## src/rtl/bps_pkg.sv

```systemverilog
// Package: shared types of the blade power sequencer.
package bps_pkg;
    typedef enum logic [2:0] {
        ST_OFF     = 3'd0,
        ST_RAMP    = 3'd1,
        ST_WAIT_PG = 3'd2,
        ST_ON      = 3'd3,
        ST_DOWN    = 3'd4
    } seq_state_t;

    typedef enum logic [1:0] {
        MRG_NONE = 2'b00,
        MRG_HIGH = 2'b01,
        MRG_LOW  = 2'b10,
        MRG_RSVD = 2'b11
    } mrg_sel_t;
endpackage

```

## src/rtl/bps_step_timer.sv

```systemverilog
// Step timer: counts cycles since the last clear and flags when the count
// equals the chosen limit. Assumes the controller clears it on every step.
module bps_step_timer #(
    parameter int DLY_W = 8,
    parameter int TMO_W = 12,
    localparam int TW = (DLY_W > TMO_W) ? DLY_W : TMO_W
) (
    input  logic             clk,
    input  logic             rst_n,
    input  logic             clr,
    input  logic             use_tmo,
    input  logic [DLY_W-1:0] step_dly,
    input  logic [TMO_W-1:0] pg_tmo,
    output logic             hit
);
    logic [TW-1:0] cnt_q;
    logic [TW-1:0] limit;

    // Pick the limit that applies to the current phase.
    always_comb limit = use_tmo ? TW'(pg_tmo) : TW'(step_dly);

    always_comb hit = (cnt_q == limit);

    // Count up, saturating at the limit, until cleared.
    always_ff @(posedge clk) begin
        if (!rst_n || clr)
            cnt_q <= '0;
        else if (!hit)
            cnt_q <= cnt_q + 1'b1;
    end
endmodule

```

## src/rtl/bps_seq_fsm.sv

```systemverilog
// Sequencer FSM: walks the rail table up and down, waits for power-good,
// supervises power-good while on, and drops everything on a fault or unmating.
// Assumes go_on/go_off are already qualified by mating and management reset.
module bps_seq_fsm
    import bps_pkg::*;
#(
    parameter int          NUM_RAILS = 4,
    parameter logic [31:0] SEQ_ORDER = 32'h0000_00D8,
    localparam int         STW = (NUM_RAILS > 1) ? $clog2(NUM_RAILS) : 1
) (
    input  logic                 clk,
    input  logic                 rst_n,
    input  logic                 mated,
    input  logic                 go_on,
    input  logic                 go_off,
    input  logic                 pg_ok,
    input  logic                 pg_masked,
    input  logic                 hit,
    output seq_state_t           state,
    output logic [NUM_RAILS-1:0] rail_q,
    output logic                 fault,
    output logic                 tmr_clr,
    output logic                 use_tmo
);
    localparam logic [STW-1:0] LAST = STW'(NUM_RAILS - 1);

    logic [STW-1:0] step_q;

    // Table lookup: rail index held in entry k.
    function automatic logic [STW-1:0] seq_at(input logic [STW-1:0] k);
        return SEQ_ORDER[int'(k)*STW +: STW];
    endfunction

    // Timer clear: any phase without a running wait, or any step or exit.
    always_comb begin
        unique case (state)
            ST_RAMP, ST_WAIT_PG: tmr_clr = hit || go_off || !mated;
            ST_DOWN:             tmr_clr = hit || !mated;
            default:             tmr_clr = 1'b1;
        endcase
    end

    always_comb use_tmo = (state == ST_WAIT_PG);

    // Main sequencing state, rail enables and fault flag.
    always_ff @(posedge clk) begin
        if (!rst_n) begin
            state  <= ST_OFF;
            rail_q <= '0;
            step_q <= '0;
            fault  <= 1'b0;
        end else if (!mated) begin
            state  <= ST_OFF;
            rail_q <= '0;
            step_q <= '0;
        end else begin
            unique case (state)
                ST_OFF: if (go_on) begin
                    state          <= ST_RAMP;
                    step_q         <= '0;
                    rail_q         <= '0;
                    rail_q[seq_at('0)] <= 1'b1;
                    fault          <= 1'b0;
                end
                ST_RAMP: begin
                    if (go_off) begin
                        state <= ST_DOWN;
                        rail_q[seq_at(step_q)] <= 1'b0;
                    end else if (hit) begin
                        if (step_q == LAST) begin
                            state <= ST_WAIT_PG;
                        end else begin
                            step_q <= step_q + 1'b1;
                            rail_q[seq_at(step_q + 1'b1)] <= 1'b1;
                        end
                    end
                end
                ST_WAIT_PG: begin
                    if (go_off) begin
                        state <= ST_DOWN;
                        rail_q[seq_at(step_q)] <= 1'b0;
                    end else if (pg_ok) begin
                        state <= ST_ON;
                    end else if (hit) begin
                        state  <= ST_OFF;
                        rail_q <= '0;
                        step_q <= '0;
                        fault  <= 1'b1;
                    end
                end
                ST_ON: begin
                    if (go_off) begin
                        state <= ST_DOWN;
                        rail_q[seq_at(step_q)] <= 1'b0;
                    end else if (!pg_ok && !pg_masked) begin
                        state  <= ST_OFF;
                        rail_q <= '0;
                        step_q <= '0;
                        fault  <= 1'b1;
                    end
                end
                ST_DOWN: if (hit) begin
                    if (step_q == '0) begin
                        state <= ST_OFF;
                    end else begin
                        step_q <= step_q - 1'b1;
                        rail_q[seq_at(step_q - 1'b1)] <= 1'b0;
                    end
                end
                default: begin
                    state  <= ST_OFF;
                    rail_q <= '0;
                end
            endcase
        end
    end
endmodule

```

## src/rtl/bps_margin_ctl.sv

```systemverilog
// Margin control: turns the request into per-rail active-low up/down drives
// while the blade is on, and tells the FSM to mask power-good.
module bps_margin_ctl
    import bps_pkg::*;
#(
    parameter int NUM_RAILS = 4
) (
    input  logic                 powered,
    input  logic [1:0]           margin_sel,
    output logic [NUM_RAILS-1:0] mrg_up_n,
    output logic [NUM_RAILS-1:0] mrg_dn_n,
    output logic                 masked
);
    logic go_high;
    logic go_low;

    // Decode the request, valid only in the on state.
    always_comb begin
        go_high = powered && (mrg_sel_t'(margin_sel) == MRG_HIGH);
        go_low  = powered && (mrg_sel_t'(margin_sel) == MRG_LOW);
        masked  = go_high || go_low;
    end

    for (genvar i = 0; i < NUM_RAILS; i++) begin : g_rail_mrg
        // Per-rail drive; all rails move together.
        always_comb begin
            mrg_up_n[i] = !go_high;
            mrg_dn_n[i] = !go_low;
        end
    end
endmodule

```

## src/rtl/bps_rail_gate.sv

```systemverilog
// Rail gate: forces each registered enable low the moment mating is lost,
// without waiting for a clock edge.
module bps_rail_gate #(
    parameter int NUM_RAILS = 4
) (
    input  logic                 mated,
    input  logic [NUM_RAILS-1:0] rail_q,
    output logic [NUM_RAILS-1:0] rail_out
);
    for (genvar i = 0; i < NUM_RAILS; i++) begin : g_gate
        // Combinational kill of one enable.
        always_comb rail_out[i] = rail_q[i] && mated;
    end
endmodule

```

## src/rtl/blade_pwr_seq.sv

```systemverilog
// Top of the blade power sequencer. Qualifies commands, connects the FSM,
// step timer, margin decode and asynchronous rail gating. Assumes all inputs
// are synchronous to clk except mated_n, whose effect on enables is immediate.
module blade_pwr_seq
    import bps_pkg::*;
#(
    parameter int          NUM_RAILS = 4,
    parameter int          DLY_W     = 8,
    parameter int          TMO_W     = 12,
    parameter logic [31:0] SEQ_ORDER = 32'h0000_00D8
) (
    input  logic                 clk,
    input  logic                 rst_n,
    input  logic                 mated_n,
    input  logic                 mgmt_rst_n,
    input  logic                 cmd_stb,
    input  logic                 cmd_on,
    input  logic                 pg_n,
    input  logic [1:0]           margin_sel,
    input  logic [DLY_W-1:0]     step_dly,
    input  logic [TMO_W-1:0]     pg_tmo,
    output logic                 fet_en,
    output logic [NUM_RAILS-2:0] conv_en,
    output logic [NUM_RAILS-1:0] mrg_up_n,
    output logic [NUM_RAILS-1:0] mrg_dn_n,
    output logic                 led_act_n,
    output logic                 pwr_fault
);
    logic                 mated;
    logic                 cmd_ok;
    logic                 go_on;
    logic                 go_off;
    logic                 hit;
    logic                 tmr_clr;
    logic                 use_tmo;
    logic                 masked;
    logic                 powered;
    seq_state_t           state;
    logic [NUM_RAILS-1:0] rail_q;
    logic [NUM_RAILS-1:0] rail_out;

    // Command qualification: only when seated and management is out of reset.
    always_comb begin
        mated   = !mated_n;
        cmd_ok  = cmd_stb && mated && mgmt_rst_n;
        go_on   = cmd_ok && cmd_on;
        go_off  = cmd_ok && !cmd_on;
        powered = (state == ST_ON) && mated;
    end

    bps_step_timer #(.DLY_W(DLY_W), .TMO_W(TMO_W)) u_tmr (
        .clk(clk), .rst_n(rst_n), .clr(tmr_clr), .use_tmo(use_tmo),
        .step_dly(step_dly), .pg_tmo(pg_tmo), .hit(hit)
    );

    bps_seq_fsm #(.NUM_RAILS(NUM_RAILS), .SEQ_ORDER(SEQ_ORDER)) u_fsm (
        .clk(clk), .rst_n(rst_n), .mated(mated), .go_on(go_on),
        .go_off(go_off), .pg_ok(!pg_n), .pg_masked(masked), .hit(hit),
        .state(state), .rail_q(rail_q), .fault(pwr_fault),
        .tmr_clr(tmr_clr), .use_tmo(use_tmo)
    );

    bps_margin_ctl #(.NUM_RAILS(NUM_RAILS)) u_mrg (
        .powered(powered), .margin_sel(margin_sel),
        .mrg_up_n(mrg_up_n), .mrg_dn_n(mrg_dn_n), .masked(masked)
    );

    bps_rail_gate #(.NUM_RAILS(NUM_RAILS)) u_gate (
        .mated(mated), .rail_q(rail_q), .rail_out(rail_out)
    );

    // Output split and LED drive.
    always_comb begin
        fet_en    = rail_out[0];
        conv_en   = rail_out[NUM_RAILS-1:1];
        led_act_n = !(powered && !pg_n);
    end
endmodule

```

## config.mk

```make
export PLATFORM = sky130hd
export DESIGN_NAME = blade_pwr_seq
export DESIGN_NICKNAME = d
export VERILOG_FILES = /design/src/rtl/bps_pkg.sv /design/src/rtl/bps_step_timer.sv /design/src/rtl/bps_seq_fsm.sv /design/src/rtl/bps_margin_ctl.sv /design/src/rtl/bps_rail_gate.sv /design/src/rtl/blade_pwr_seq.sv
export SDC_FILE = /design/constraint.sdc
export NUM_CORES = 1
export LEC_CHECK = 0
export ABC_AREA = 1
export BUFFER_PORTS_ARGS = -buffer_cell sky130_fd_sc_hd__buf_2
export CAP_MARGIN = 15
export CORE_UTILIZATION = 55
export DETAILED_ROUTE_END_ITERATION = 8
export GPL_ROUTABILITY_DRIVEN = 0
export PLACE_DENSITY = 0.8
export SLEW_MARGIN = 10
export SYNTH_ARGS = -nofsm -noshare
export SYNTH_HDL_FRONTEND = slang
export SYNTH_HIERARCHICAL = 1
export SYNTH_SLANG_ARGS = --single-unit
```

## constraint.sdc

```tcl
create_clock -name clk -period 3.6 [get_ports clk]
set_input_delay 0.18 -clock clk [delete_from_list [all_inputs] [get_ports clk]]
set_output_delay 0.18 -clock clk [all_outputs]
set_load 0.1 [all_outputs]
```

Yosys cells after proc, flatten, opt, wreduce, memory -nomap -nowiden
Index checks and enable logic that the tools add are counted.
{"block": "op_classes", "addsub": 3, "n_mul": 0, "n_div": 0, "n_lt_le_gt_ge": 6, "eq_ne": 27, "shifts": 3, "muxes": 51, "n_bitwise": 7, "n_reduce_logical": 39}
{"operator": "32-bit by 4-bit variable part select with 2-bit output, first input constant", "count": 3}
{"operator": "4-bit two-way mux", "count": 11}
{"operator": "3-bit two-way mux", "count": 11}
{"operator": "2-bit two-way mux", "count": 11}
{"operator": "4-bit case mux with 5 select lines", "count": 1}
{"operator": "1-bit logical AND", "count": 16}
{"operator": "8-bit AND reduction", "count": 2}
{"operator": "3-bit case mux with 5 select lines", "count": 1}
{"operator": "2-bit inequality test, second input constant", "count": 7}
{"operator": "12-bit by 1-bit adder with 12-bit output, second input constant", "count": 1}
{"operator": "12-bit equality test", "count": 1}
{"operator": "12-bit two-way mux", "count": 1}
{"operator": "3-bit by 1-bit inequality test with 1-bit output, second input constant", "count": 4}
{"operator": "12-bit AND reduction", "count": 1}
{"operator": "2-bit by 1-bit inequality test with 1-bit output, second input constant", "count": 5}
{"operator": "2-bit case mux with 5 select lines", "count": 1}
{"operator": "2-bit by 3-bit less-than comparator with 1-bit output, second input constant", "count": 3}
{"operator": "1-bit two-way mux", "count": 9}
{"operator": "4-bit bitwise AND", "count": 2}
{"operator": "1-bit zero test", "count": 8}
{"operator": "4-bit NOT", "count": 2}
{"operator": "7-bit AND reduction", "count": 1}
{"operator": "1-bit demux with 2-bit select", "count": 3}
{"operator": "3-bit by 2-bit equality test with 1-bit output, second input constant", "count": 2}
{"operator": "other kinds (19)", "count": 29}
{"block": "word_totals", "register_bits": 22, "latch_bits": 0, "mem_bits_rw": 0, "romBits": 0, "elab_cells": 141, "n_memories": 0}

Logic depth before layout (Yosys ltp)
{"block": "logic_depth", "depth_word": 11, "mapped_depth": 21, "depth_no_buf": 19}

Modules after synthesis
The synthesis kept the hierarchy.
{"module": "bps_step_timer", "n_inst": 1, "cells_per_inst": 195, "area_each_um2": 1094.8}
{"module": "bps_seq_fsm", "n_inst": 1, "cells_per_inst": 174, "area_each_um2": 1066.0}
{"module": "bps_margin_ctl", "n_inst": 1, "cells_per_inst": 11, "area_each_um2": 66.3}
{"module": "blade_pwr_seq", "n_inst": 1, "cells_per_inst": 11, "area_each_um2": 50.0}
{"module": "bps_rail_gate", "n_inst": 1, "cells_per_inst": 8, "area_each_um2": 30.0}

Worst setup path after synthesis
No wires, ideal clock.
{"block": "synth_timing", "kind": "flip-flop to flip-flop", "startpoint": "register u_fsm.state[0]", "endpoint": "register u_tmr.cnt_q[10]", "setup_ns": 0.064, "t_arrival_ns": 2.431, "t_required_ns": 3.536, "slack_ns": 1.105, "stages_incl_launch_ff": 21, "period_less_slack_ns": 2.495, "path_cell_list": "dfxtp_1 inv_2 nand3_2 inv_1 buf_6 buf_8 nand2_1 nand2_1 nand2_1 nand2_1 nand3_1 nor2_4 buf_6 inv_1 nand3_2 nand2_1 o211ai_1 nor2_1 buf_1 nand2_1 nor2_1"}
{"block": "synth_via", "elab_chain_cells": 7}
{"element": "start, declared", "line_no": "bps_seq_fsm.sv:19", "text": "output seq_state_t state,"}
{"element": "start signal, assigned", "line_no": "bps_seq_fsm.sv:48", "text": "state <= ST_OFF;"}
{"element": "start signal, assigned", "line_no": "bps_seq_fsm.sv:53", "text": "state <= ST_OFF;"}
{"element": "start signal, assigned", "line_no": "bps_seq_fsm.sv:59", "text": "state <= ST_RAMP;"}
{"element": "3-bit by 2-bit equality test with 1-bit output *", "line_no": "bps_seq_fsm.sv:43", "text": "always_comb use_tmo = (state == ST_WAIT_PG);"}
{"element": "named net use_tmo", "line_no": "blade_pwr_seq.sv:35", "text": "logic use_tmo;"}
{"element": "12-bit two-way mux *", "line_no": "bps_step_timer.sv:20", "text": "always_comb limit = use_tmo ? TW'(pg_tmo) : TW'(step_dly);"}
{"element": "12-bit equality test *", "line_no": "bps_step_timer.sv:22", "text": "always_comb hit = (cnt_q == limit);"}
{"element": "named net hit", "line_no": "blade_pwr_seq.sv:33", "text": "logic hit;"}
{"element": "1-bit logical OR (2 in series)", "line_no": "bps_seq_fsm.sv:37", "text": "ST_RAMP, ST_WAIT_PG: tmr_clr = hit || go_off || !mated;"}
{"element": "1-bit case mux with 2 select lines *", "line_no": "bps_seq_fsm.sv:36", "text": "unique case (state)"}
{"element": "named net tmr_clr", "line_no": "blade_pwr_seq.sv:34", "text": "logic tmr_clr;"}
{"element": "1-bit logical OR *", "line_no": "bps_step_timer.sv:26", "text": "if (!rst_n || clr)"}
{"element": "end signal, assigned", "line_no": "bps_step_timer.sv:29", "text": "cnt_q <= cnt_q + 1'b1;"}
{"element": "end, declared", "line_no": "bps_step_timer.sv:16", "text": "logic [TW-1:0] cnt_q;"}
Mark *: on every way through the listed nets, which the timed path passes. The rest lies on a longest branch.
A chain may end at the register's enable or synchronous reset.

Final worst setup path
{"block": "layout_timing", "startpoint": "register u_fsm.state[0]", "endpoint": "register u_tmr.cnt_q[2]"}
The elaborated chain is that of the path after synthesis.

==> metrics.csv <==
stage;metric;value;unit
setup_path;Reg2Reg Launch Point;u_fsm/state[0];
sta;Slew HR;48.8;%
sta;RSZ-0062 raised after global routing;false;
setup_path;CP Max Fanout;19;
sta;Final Skew;0.00644;ns
cells_and_area;nets;468;
clock_network;clock buffer count from CTS;3;
placed_design;# port buffers;42;
sta;final hold violations;0;
placed_design;Final HPWL DP;4.32;mm
clock_network;post-CTS setup repair buffer count;0;
setup_path;Worst path depth;17;
logic_synthesis;area leader, netlist;nand2_1;
logic_synthesis;dominant cells by area after synthesis;nand2_1, dfxtp_1, nand3_1, nor2_1, inv_1;
cells_and_area;FF+latch area;440;um2
sta;Setup TNS;0;ns
clock_network;clock root buffer;clkbuf_8;
setup_path;Worst path max stage delay;0.62;ns
setup_path;R2R Path End;u_tmr/cnt_q[2];
status;outcome;completed;
clock_network;Post-CTS Resized;0;
setup_path;CP dominant cell by count;nand2_1;
sta;Slew @ Worst Pin;0.764;ns
sta;Setup-failing EPs final;0;
job;Max-Cap Viols;0;
setup_path;CP bufs+invs;4;
logic_synthesis;post-synth top area share;19.2;%
global_route;gr usage total;25.7;%
cells_and_area;area taken by multi-input logic gates;1530;um2
setup_path;crit path DAT;3.41;ns
routing;Iteration-0 DRC Markers;208;
floorplan;total core area;4000;um2
clock_network;H-Tree Depth;1;
cells_and_area;share of cells above drive strength 1;19.2;%
setup_path;WP data required;3.80;ns
logic_synthesis;Synth Cell Area;2310;um2
clock_network;CTS tree;built;
setup_path;R2R setup slack;0.39;ns
cells_and_area;Area Overhead vs Synth;9.60;%
routing;Via Count;2558;
cells_and_area;commonest non-fill, non-tap cell in the layout;nand2_1;
logic_synthesis;Syn Area/Cell;5.78;um2
setup_path;path depth of the worst reg2reg path;17;
cells_and_area;commonest non-fill, non-tap cells in the layout;nand2_1, nor2_1, nand3_1, inv_1, buf_2;
cells_and_area;number of antenna diodes;0;
sta;final worst setup slack;0.389;ns
worst_hold_path;Min-Delay Path Class;in2reg;
global_route;vias in the first global route;2035;
setup_path;CP endpoint kind;flop;
sta;minimum clock period;3.21;ns
setup_path;worst setup path start;u_fsm/state[0];
routing;Total Routed Length;5.54;mm
logic_synthesis;Ys Warns;6;
setup_path;CP cell instances;inv_2 > nand3_2 > inv_1 > inv_4 > nand2_1 > nand3_1 > nand2_1 > nor2_1 > nand3_1 > nor2_4 > inv_1 > nand3_2 > nand2_1 > o211ai_1 > nor2_1 > nand2_1 > nor2_1;
floorplan;I/O pins;43;
floorplan;starting density of the core;57.7;%
setup_path;CP max-delay cell;nor2_1;
routing;vias per cell;5.30;
logic_synthesis;Mapped Nets;433;
routing;ANT nets after route;0;
setup_path;Worst setup SP type;flop;
sta;Max Freq;311;MHz
sta;fin crit share;89.2;%
floorplan;Die Width;66.8;um
floorplan;DIE AREA;4460;um2
setup_path;Crit path max-delay family;simple AND/OR/NAND/NOR gates;
clock_network;cts hold-fix bufs;0;
clock_network;maximum buffer depth of the clock tree;2;
routing;post-detailed-route DRC marker count;0;
clock_network;Clk pin slew, worst setup/hold paths;0.09;ns
sta;Slew Limit Fails;0;
clock_network;Clock Sinks;22;
floorplan;row count;23;
setup_path;WS Path Type;reg2reg;
pwr;Power Density;231;nW/um2
routing;drt wl/cell;11.5;um
pwr;VDD IR max;0.102;mV
global_route;GR Overflow Total;0;
cells_and_area;fillcell total;394;
global_route;largest net degree at the start of global routing;20;
logic_synthesis;Post-Syn Instances;399;
logic_synthesis;Yosys cell types;30;
global_route;first-pass GRT wire length;8.85;mm
floorplan;die height;66.8;um
placed_design;DP Worst Slack;0.437;ns
setup_path;end point of the critical path;u_tmr/cnt_q[2];
clock_network;clk_lat worst skew;0.27;ns
pwr;Pleak;1.19;nW
global_route;antenna violations before repair;0;
logic_synthesis;sequential area share after synthesis;19.1;%
routing;Pre-Repair DR Iteration Count;5;
logic_synthesis;Seq cells post-synth;22;
cells in the mapped netlist (all sizes together):
| cell | count |
|---|---|
| o22ai | 1 |
| nand3 | 65 |
| dfxtp | 22 |
| nor2 | 70 |
| inv | 54 |
| buf | 15 |
| o21ai | 8 |
| ha | 5 |
| nor3 | 11 |
| nand2 | 124 |
| nand4 | 4 |
| a21oi | 8 |
| xor2 | 10 |
| o211ai | 1 |
| clkbuf | 1 |
where the power goes:
group | switching, mW | total [mW] | internal (mW)
sequential | 0.00388 | 0.251 | 0.247
clock | 0.0884 | 0.186 | 0.0977
combinational | 0.0976 | 0.148 | 0.0501
through the flow:
step           util, %  instances  hold slack [ns]  cell area (um2)  power [mW]
2_1_floorplan        -        399            0.301             2310       0.368
4_1_cts           63.2        483            0.162             2530       0.587
6_report          63.2        483            0.169             2530       0.585
3_5_place_dp      61.8        479            0.452             2470       0.402
3_3_place_gp      61.8        479            0.454             2470       0.400
5_1_grt           63.2        483            0.194             2530       0.617
cell type report:
type,instances,share of cell area [%]
multi-input cells,307,60.3
flip-flops and latches,22,17.4
repair buffers,46,9.50
inverters,54,8.11
well taps,50,2.47
clock buffers,4,2.18
worst min-delay path, delay by kind of cell:
family	cells	cell delay (ns)
buf+inv	1	0.13
simple gates	2	0.09
flip-flops by register name (all words and copies together) (netlist names):
name / count
u_tmr/cnt_q: 12
u_fsm/rail_q: 4
u_fsm/state: 3
u_fsm/step_q: 2
u_fsm/fault: 1
metal layers:
metal | track usage (%) | part of all wire [%]
met2 | 40.4 | 44
met5 | 0 | 0
met3 | 3.25 | 7.1
met1 | 36.8 | 48
met4 | 5.85 | 0.90
cell families (layout without fill, tap and decap cells):
| logic type | count (synthesis) | count (layout) | share of synthesized area (%) |
|---|---|---|---|
| and+or+nand+nor | 274 | 274 | 55.2 |
| buffers and inverters | 70 | 104 | 14.8 |
| DFF | 22 | 22 | 19.1 |
| AOI/OAI and AO/OA | 18 | 18 | 4.39 |
| xor gates and xnor gates | 10 | 10 | 3.80 |
| adders and majority gates | 5 | 5 | 2.71 |
how the worst min path moves through the flow:
| stage | start | end | slack (ns) | cells past startpoint |
|---|---|---|---|---|
| global route | rst_n | u_fsm/fault | 0.19 | 3 |
| global placement | rst_n | u_fsm/fault | 0.45 | 3 |
| detailed placement | rst_n | u_fsm/fault | 0.45 | 3 |
| finish | rst_n | u_fsm/fault | 0.17 | 3 |
| CTS | rst_n | u_fsm/fault | 0.16 | 3 |
| floorplan | rst_n | u_fsm/fault | 0.30 | 2 |
No activity file was read; power rests on OpenSTA's default activity.
